--- config.mk ---
export PLATFORM = sky130hd
export DESIGN_NAME = hscl_top
export DESIGN_NICKNAME = d
export VERILOG_FILES = /design/src/rtl/hscl_pkg.sv /design/src/rtl/hscl_lerp.sv /design/src/rtl/hscl_stage.sv /design/src/rtl/hscl_top.sv
export SDC_FILE = /design/constraint.sdc
export NUM_CORES = 1
export LEC_CHECK = 0
export CORE_MARGIN = 10
export CORE_UTILIZATION = 50
export DETAILED_ROUTE_END_ITERATION = 12
export HOLD_SLACK_MARGIN = 0.1
export PLACE_DENSITY = 0.72
export SETUP_SLACK_MARGIN = 0.02
export SYNTH_ARGS = -nofsm -noshare
export SYNTH_HDL_FRONTEND = slang
export SYNTH_SLANG_ARGS = --single-unit
--- constraint.sdc ---
create_clock -name clk -period 22.9 [get_ports clk]
set_clock_uncertainty 0.2 [all_clocks]
set_input_delay 3.435 -clock clk [delete_from_list [all_inputs] [get_ports clk]]
set_output_delay 3.435 -clock clk [all_outputs]
set_load 0.03 [all_outputs]
--- src/rtl/hscl_pkg.sv ---
// Shared definitions for the horizontal line scaler.
// Assumes a 3-bit register address; the top casts to its own width.
package hscl_pkg;
    typedef enum logic [2:0] {
        REG_CTRL  = 3'd0,
        REG_CSTEP = 3'd1,
        REG_ESTEP = 3'd2,
        REG_LEN   = 3'd3,
        REG_OFS   = 3'd4
    } hscl_reg_e;

    typedef enum logic [1:0] {
        MODE_LINEAR = 2'd0,
        MODE_WIDE   = 2'd1,
        MODE_CURVED = 2'd2,
        MODE_SPARE  = 2'd3
    } hscl_mode_e;
endpackage

--- src/rtl/hscl_lerp.sv ---
// Two-point linear blend with round-half-up.
// Assumes the weight has WGT_W bits, with weight 0 selecting input a.
module hscl_lerp #(
    parameter int PIX_W = 8,
    parameter int WGT_W = 4
) (
    input  logic [PIX_W-1:0] a,
    input  logic [PIX_W-1:0] b,
    input  logic [WGT_W-1:0] w,
    output logic [PIX_W-1:0] y
);
    localparam int SW = PIX_W + WGT_W + 1;

    logic [WGT_W:0]  wa;
    logic [SW-1:0]   sum;

    // weighted sum of both neighbours plus half an LSB, then scale down
    always_comb begin
        wa  = (WGT_W+1)'(1 << WGT_W) - {1'b0, w};
        sum = SW'(a) * SW'(wa) + SW'(b) * SW'({1'b0, w}) + SW'(1 << (WGT_W-1));
        y   = sum[WGT_W +: PIX_W];
    end
endmodule

--- src/rtl/hscl_stage.sv ---
// One resampling stage. It holds a pair of neighbouring pixels and a phase
// measured from the left pixel of the pair. It emits one blended output
// while the phase is below one pixel and advances the phase by the step.
// When the phase is one pixel or more it takes a new pixel and subtracts one.
// The step and a sideband word are latched when a line-start pixel arrives.
// Assumes step < 4 pixels, so the phase never exceeds ACC_W bits.
module hscl_stage #(
    parameter int PIX_W  = 8,
    parameter int STEP_W = 12,
    parameter int FRAC_W = 10,
    parameter int ACC_W  = 22,
    parameter int WGT_W  = 4,
    parameter int SIDE_W = 1
) (
    input  logic              clk,
    input  logic              rst_n,
    input  logic [STEP_W-1:0] step_in,
    input  logic [SIDE_W-1:0] side_in,
    input  logic              in_valid,
    output logic              in_ready,
    input  logic [PIX_W-1:0]  in_data,
    input  logic              in_sol,
    output logic              out_valid,
    input  logic              out_ready,
    output logic [PIX_W-1:0]  out_data,
    output logic              out_sol,
    output logic [SIDE_W-1:0] side_out
);
    localparam logic [ACC_W-1:0] ONE = ACC_W'(1) << FRAC_W;

    logic [1:0]        cnt;
    logic [PIX_W-1:0]  prv, cur;
    logic [ACC_W-1:0]  rel;
    logic              first;
    logic [STEP_W-1:0] step_l;
    logic [SIDE_W-1:0] side_l;
    logic              pair_ok, at_pos;

    assign pair_ok   = (cnt == 2'd2);
    assign at_pos    = (rel < ONE);
    assign out_valid = pair_ok && at_pos;
    assign in_ready  = !(pair_ok && at_pos);
    assign out_sol   = first;
    assign side_out  = side_l;

    hscl_lerp #(.PIX_W(PIX_W), .WGT_W(WGT_W)) lerp_i (
        .a(prv), .b(cur), .w(rel[FRAC_W-1 -: WGT_W]), .y(out_data)
    );

    // pixel pair, phase and per-line settings update
    always_ff @(posedge clk) begin
        if (!rst_n) begin
            cnt <= '0; prv <= '0; cur <= '0; rel <= '0;
            first <= 1'b0; step_l <= '0; side_l <= '0;
        end else if (in_valid && in_ready) begin
            if (in_sol) begin
                cur <= in_data; cnt <= 2'd1; rel <= '0; first <= 1'b1;
                step_l <= step_in; side_l <= side_in;
            end else if (cnt != 2'd0) begin
                prv <= cur; cur <= in_data; cnt <= 2'd2;
                if (cnt == 2'd2) rel <= rel - ONE;
            end
        end else if (out_valid && out_ready) begin
            rel   <= rel + ACC_W'(step_l);
            first <= 1'b0;
        end
    end
endmodule

--- src/rtl/hscl_top.sv ---
// Two-stage linear horizontal scaler with holding registers and a commit
// handshake. Settings written by software are copied into working registers
// at the first accepted line start after a commit request. The settings for
// one line then travel with that line through both stages.
// Assumes a line start is always flagged on its first pixel.
module hscl_top
    import hscl_pkg::*;
#(
    parameter int PIX_W   = 8,
    parameter int STEP_W  = 12,
    parameter int FRAC_W  = 10,
    parameter int ACC_W   = 22,
    parameter int WGT_W   = 4,
    parameter int OFF_W   = 7,
    parameter int LEN_W   = 12,
    parameter int ADDR_W  = 3,
    parameter int DEF_LEN = 1080,
    parameter int DEF_OFF = 57
) (
    input  logic              clk,
    input  logic              rst_n,
    input  logic              cfg_we,
    input  logic [ADDR_W-1:0] cfg_addr,
    input  logic [STEP_W-1:0] cfg_wdata,
    output logic [STEP_W-1:0] mode_rd,
    input  logic              in_valid,
    output logic              in_ready,
    input  logic [PIX_W-1:0]  in_data,
    input  logic              in_sol,
    output logic              out_valid,
    input  logic              out_ready,
    output logic [PIX_W-1:0]  out_data,
    output logic              out_sol
);
    localparam logic [STEP_W-1:0] S_ONE  = STEP_W'(1) << FRAC_W;
    localparam logic [STEP_W-1:0] S2_MIN = STEP_W'(1) << (FRAC_W - 2);
    localparam int SIDE1_W = STEP_W + OFF_W;
    localparam logic [PIX_W:0] PIX_MAX = {1'b0, {PIX_W{1'b1}}};

    // step limits applied on commit
    function automatic logic [STEP_W-1:0] lim_c(input logic [STEP_W-1:0] v);
        return (v < S_ONE) ? S_ONE : v;
    endfunction
    function automatic logic [STEP_W-1:0] lim_e(input logic [STEP_W-1:0] v);
        return (v < S2_MIN) ? S2_MIN : ((v > S_ONE) ? S_ONE : v);
    endfunction

    logic [STEP_W-1:0] sh_s1, sh_s2, act_s1, act_s2, nxt_s1, nxt_s2;
    logic [LEN_W-1:0]  sh_len, act_len, nxt_len, len_l, pix_cnt;
    logic [OFF_W-1:0]  sh_off, act_off, nxt_off;
    hscl_mode_e        mode_q;
    logic              pending, line_open, drop, sol_acc;

    assign nxt_s1  = pending ? lim_c(sh_s1) : act_s1;
    assign nxt_s2  = pending ? lim_e(sh_s2) : act_s2;
    assign nxt_len = pending ? sh_len : act_len;
    assign nxt_off = pending ? sh_off : act_off;
    assign mode_rd = {~pending, {(STEP_W-3){1'b0}}, mode_q};

    assign drop    = !in_sol && !(line_open && pix_cnt < len_l);
    assign sol_acc = in_valid && in_ready && in_sol;

    // register writes, commit request and commit at line start
    always_ff @(posedge clk) begin
        if (!rst_n) begin
            sh_s1 <= S_ONE; sh_s2 <= S_ONE; sh_len <= LEN_W'(DEF_LEN); sh_off <= OFF_W'(DEF_OFF);
            act_s1 <= S_ONE; act_s2 <= S_ONE; act_len <= LEN_W'(DEF_LEN); act_off <= OFF_W'(DEF_OFF);
            mode_q <= MODE_LINEAR; pending <= 1'b0;
        end else begin
            if (sol_acc && pending) begin
                act_s1 <= nxt_s1; act_s2 <= nxt_s2; act_len <= nxt_len; act_off <= nxt_off;
                pending <= 1'b0;
            end
            if (cfg_we) begin
                case (cfg_addr)
                    ADDR_W'(REG_CTRL): begin
                        mode_q <= hscl_mode_e'(cfg_wdata[1:0]);
                        if (!cfg_wdata[STEP_W-1]) pending <= 1'b1;
                    end
                    ADDR_W'(REG_CSTEP): sh_s1  <= cfg_wdata;
                    ADDR_W'(REG_ESTEP): sh_s2  <= cfg_wdata;
                    ADDR_W'(REG_LEN):   sh_len <= LEN_W'(cfg_wdata);
                    ADDR_W'(REG_OFS):   sh_off <= cfg_wdata[OFF_W-1:0];
                    default: ;
                endcase
            end
        end
    end

    // pixel count within the current line, for the length limit
    always_ff @(posedge clk) begin
        if (!rst_n) begin
            line_open <= 1'b0; pix_cnt <= '0; len_l <= '0;
        end else if (sol_acc) begin
            line_open <= 1'b1; pix_cnt <= LEN_W'(1); len_l <= nxt_len;
        end else if (in_valid && in_ready && !drop) begin
            pix_cnt <= pix_cnt + LEN_W'(1);
        end
    end

    logic              s1_in_ready, s1_valid, s1_sol, s2_ready;
    logic [PIX_W-1:0]  s1_data, s2_data;
    logic [SIDE1_W-1:0] s1_side;
    logic [OFF_W-1:0]  s2_off;
    logic [PIX_W:0]    sum;

    assign in_ready = drop || s1_in_ready;

    hscl_stage #(.PIX_W(PIX_W), .STEP_W(STEP_W), .FRAC_W(FRAC_W), .ACC_W(ACC_W),
                 .WGT_W(WGT_W), .SIDE_W(SIDE1_W)) cmp_i (
        .clk(clk), .rst_n(rst_n), .step_in(nxt_s1), .side_in({nxt_s2, nxt_off}),
        .in_valid(in_valid && !drop), .in_ready(s1_in_ready), .in_data(in_data), .in_sol(in_sol),
        .out_valid(s1_valid), .out_ready(s2_ready), .out_data(s1_data), .out_sol(s1_sol),
        .side_out(s1_side)
    );

    hscl_stage #(.PIX_W(PIX_W), .STEP_W(STEP_W), .FRAC_W(FRAC_W), .ACC_W(ACC_W),
                 .WGT_W(WGT_W), .SIDE_W(OFF_W)) exp_i (
        .clk(clk), .rst_n(rst_n), .step_in(s1_side[SIDE1_W-1:OFF_W]), .side_in(s1_side[OFF_W-1:0]),
        .in_valid(s1_valid), .in_ready(s2_ready), .in_data(s1_data), .in_sol(s1_sol),
        .out_valid(out_valid), .out_ready(out_ready), .out_data(s2_data), .out_sol(out_sol),
        .side_out(s2_off)
    );

    // add the offset and saturate at full scale
    always_comb begin
        sum      = {1'b0, s2_data} + (PIX_W+1)'(s2_off);
        out_data = (sum > PIX_MAX) ? {PIX_W{1'b1}} : sum[PIX_W-1:0];
    end
endmodule

==> impl_metrics.csv <==
group,metric,value,unit
finish,final_common_cell,"nand2_1",
finish,antenna_cells,0,
clock_tree,clkTransAtPathRegs,0.06,ns
sta,rsz0062_at_grt,"no",
grt,grt_max_degree,140,
sta,tightest_slew,1.05,ns
placement,place.gp.congestion,0.893,
hold_path,hold_start,"cmp_i.side_out[11]",
critical_path,ff2ff_setup_slack,16.90,ns
critical_path,slowest_stage,"dfxtp_1",
critical_path,cp-start-kind,"register",
die,die_x,201,um
logic_synthesis,async_flop_share,0,%
run,drv_cap,0,
route,wl_met3,1280,um
sta,period_share,50.3,%
power_and_ir_drop,power_leakage,0.00756,uW
logic_synthesis,ys_seq_area_share,30.1,%
finish,multi_input_area,0.0105,mm2
sta,fmax,86.8,MHz
sta,maxSlewViolCount,0,
clock_tree,cts_root_buf,"clkbuf_16",
logic_synthesis,synth_cells,1926,
clock_tree,cts-buffers-inserted,26,
finish,syn_to_final_growth,9.88,%
critical_path,worstPathArrival,7.88,ns
die,rows,66,
clock_tree,cts_hold_buffers,0,
die,core-area,0.0325,mm2
die,num_io_pins,52,
finish,postLayoutCellArea,0.0180,mm2
critical_path,worstPathMaxFanout,21,
grt,track_usage,18.2,%
sta,setup_violations,0,
clock_tree,post_cts_buffers,0,
critical_path,max_stage_delay,0.74,ns
power_and_ir_drop,pwr_density_cell,53.8,mW/mm2
hold_path,hp-class,"register to register",
clock_tree,cts_max_level,1,
logic_synthesis,avgSynthCellArea,8.50,um2
logic_synthesis,ys_top_cells_by_area,"dfxtp_1, fa_1, nand2_1",
clock_tree,tritoncts,"built",
critical_path,end_kind,"output pin",
route,routed-wl-met2,18000,um
clock_tree,insertion_delay,0.53,ns
logic_synthesis,ys.flop_type,"dfxtp_1",
finish,fill_cells,2903,
logic_synthesis,syn_area,0.0164,mm2
finish,fin_util,55.4,%
grt,grt_pass1_wl,63800,um
route,routed_wl,36700,um
route,vias_per_cell,5.40,
route,firstDrtPassIters,5,
clock_tree,clock_path_buffers,3,
placement,dp_hpwl,26400,um
critical_path,cp.required,19.27,ns
logic_synthesis,yosys.area.top_type,"dfxtp_1",
route,drc,0,
die,die_h,201,um
route,ant_nets,0,
logic_synthesis,synth_top_area_share,30.1,%
finish,layout.area.seq,0.00492,mm2
clock_tree,cts_sinks,246,
die,start_util,50.4,%
route,wl_met1,16600,um
grt,antenna_found_initial,0,
sta,fin_crit,11.52,ns
route,wire_per_inst,15.4,um
sta,finalHoldViolCount,0,
critical_path,critPathBufInv,6,
finish,nets,2144,
logic_synthesis,ys_ff_latch,246,
route,vias,12800,
route,highest_layer,"met4",
grt,grt_pass1_vias,13000,
logic_synthesis,ys_warn_count,0,
critical_path,path_class,"register to output pin",
grt,grt_overflow,0,
critical_path,startpoint,"exp_i.rel[6]",
placement,place_area,0.0170,mm2
critical_path,reg2reg_from,"cmp_i.rel[6]",
sta,timing.setup.tns,0,ns
die,die_area,0.0404,mm2
clock_tree,post_cts_resized,0,
finish,most-common-layout-cells,"nand2_1, dfxtp_1, inv_1, and2_1, a21boi_0",
run_status,status,"completed",
logic_synthesis,ys_types,76,
sta,maxSlewHeadroom,29.7,%
critical_path,path_delay_family,"adder cells",
finish,final_layout_size_suffix_gt1_share,4.13,%
logic_synthesis,synth-edff-count,0,
route,drt_iter0_drc,877,
placement,portBuffers,42,
power_and_ir_drop,peakVddDrop,0.0512,mV
synth_stat cells, drive strengths merged, types with 3 or more instances:
| cell | n |
|---|---|
| nand2 | 362 |
| dfxtp | 246 |
| inv | 146 |
| and2 | 112 |
| a21boi | 108 |
| fa | 99 |
| ha | 99 |
| nor2 | 82 |
| o21ai | 75 |
| clkbuf | 70 |
| a21oi | 67 |
| nand3 | 57 |
| nor2b | 49 |
| mux2i | 47 |
| xnor2 | 38 |
| nor3 | 29 |
| buf | 25 |
| o211a | 23 |
| and3 | 20 |
| xor2 | 19 |
| a21o | 15 |
| nand4 | 14 |
| o21a | 12 |
| nor3b | 11 |
| o31ai | 9 |
| a211oi | 8 |
| nor4 | 8 |
| a31oi | 7 |
| nand2b | 7 |
| o211ai | 7 |
| o21bai | 6 |
| or2 | 6 |
| or3 | 5 |
| a2111oi | 4 |
| a22oi | 3 |
| a32oi | 3 |
| nor4b | 3 |
routing by layer:
metal / vias up / GRT usage, %
met5: - / 0
li1: 6378 / -
met4: 0 / 4.71
met1: 6163 / 23.1
met2: 234 / 32.0
met3: 57 / 2.11
area by class of cell:
class                      instances  area share, %
sequential                       246           27.4
tap                              442           3.08
clock inverter                    13           1.25
timing repair buffer              50           2.68
inverter                         146           3.05
clock buffer                      34           4.18
multi-input combinational       1447           58.4
final timing paths:
kind / endpoint / cells past startpoint
worst max-delay path: out_data[2] / 27
worst min-delay path: exp_i.step_l[4] / 2
worst max register to register: exp_i.cur[7] / 17
worst min register to register: exp_i.step_l[4] / 2
metrics by stage:
step,hold slack [ns],worst slack (ns),total power [uW],std cells
floorplan,0.238,12.95,486,1934
global placement,0.249,12.16,500,2331
detailed placement,0.254,11.97,502,2331
CTS,0.256,11.38,974,2378
global route,0.281,10.79,999,2378
finish,0.260,11.38,967,2378
state kept, by name, summed over array words and instances (netlist names), 8 cells and up:
register / cells
act_len: 12
exp_i.prv: 8
len_l: 12
cmp_i.prv: 8
pix_cnt: 12
act_s2: 12
exp_i.rel: 22
exp_i.cur: 8
sh_s1: 12
cmp_i.step_l: 12
exp_i.step_l: 12
cmp_i.cur: 8
sh_s2: 12
act_s1: 12
sh_len: 12
cmp_i.side_out: 19
cmp_i.rel: 22
cell families after synthesis:
kind of cell / synth area share, %
XOR/XNOR: 3.05
AO/OA/AOI/OAI: 15.5
multiplexers: 2.94
other: 0.0229
adder cells (fa/ha/maj): 19.7
flip-flops: 30.1
buffers and inverters: 5.98
AND/OR/NAND/NOR: 22.8
where the power goes:
group / switching [uW] / internal, uW
combinational: 31.5 / 20.1
sequential: 6.05 / 435
clock: 176 / 298
total: 214 / 753
tightest hold or removal path, stage by stage, from the launching register on:
cell and delay [ns]:
dfxtp_1 0.30, nand2_1 0.05, a21boi_0 0.06
(Power assumes the default switching activity.)
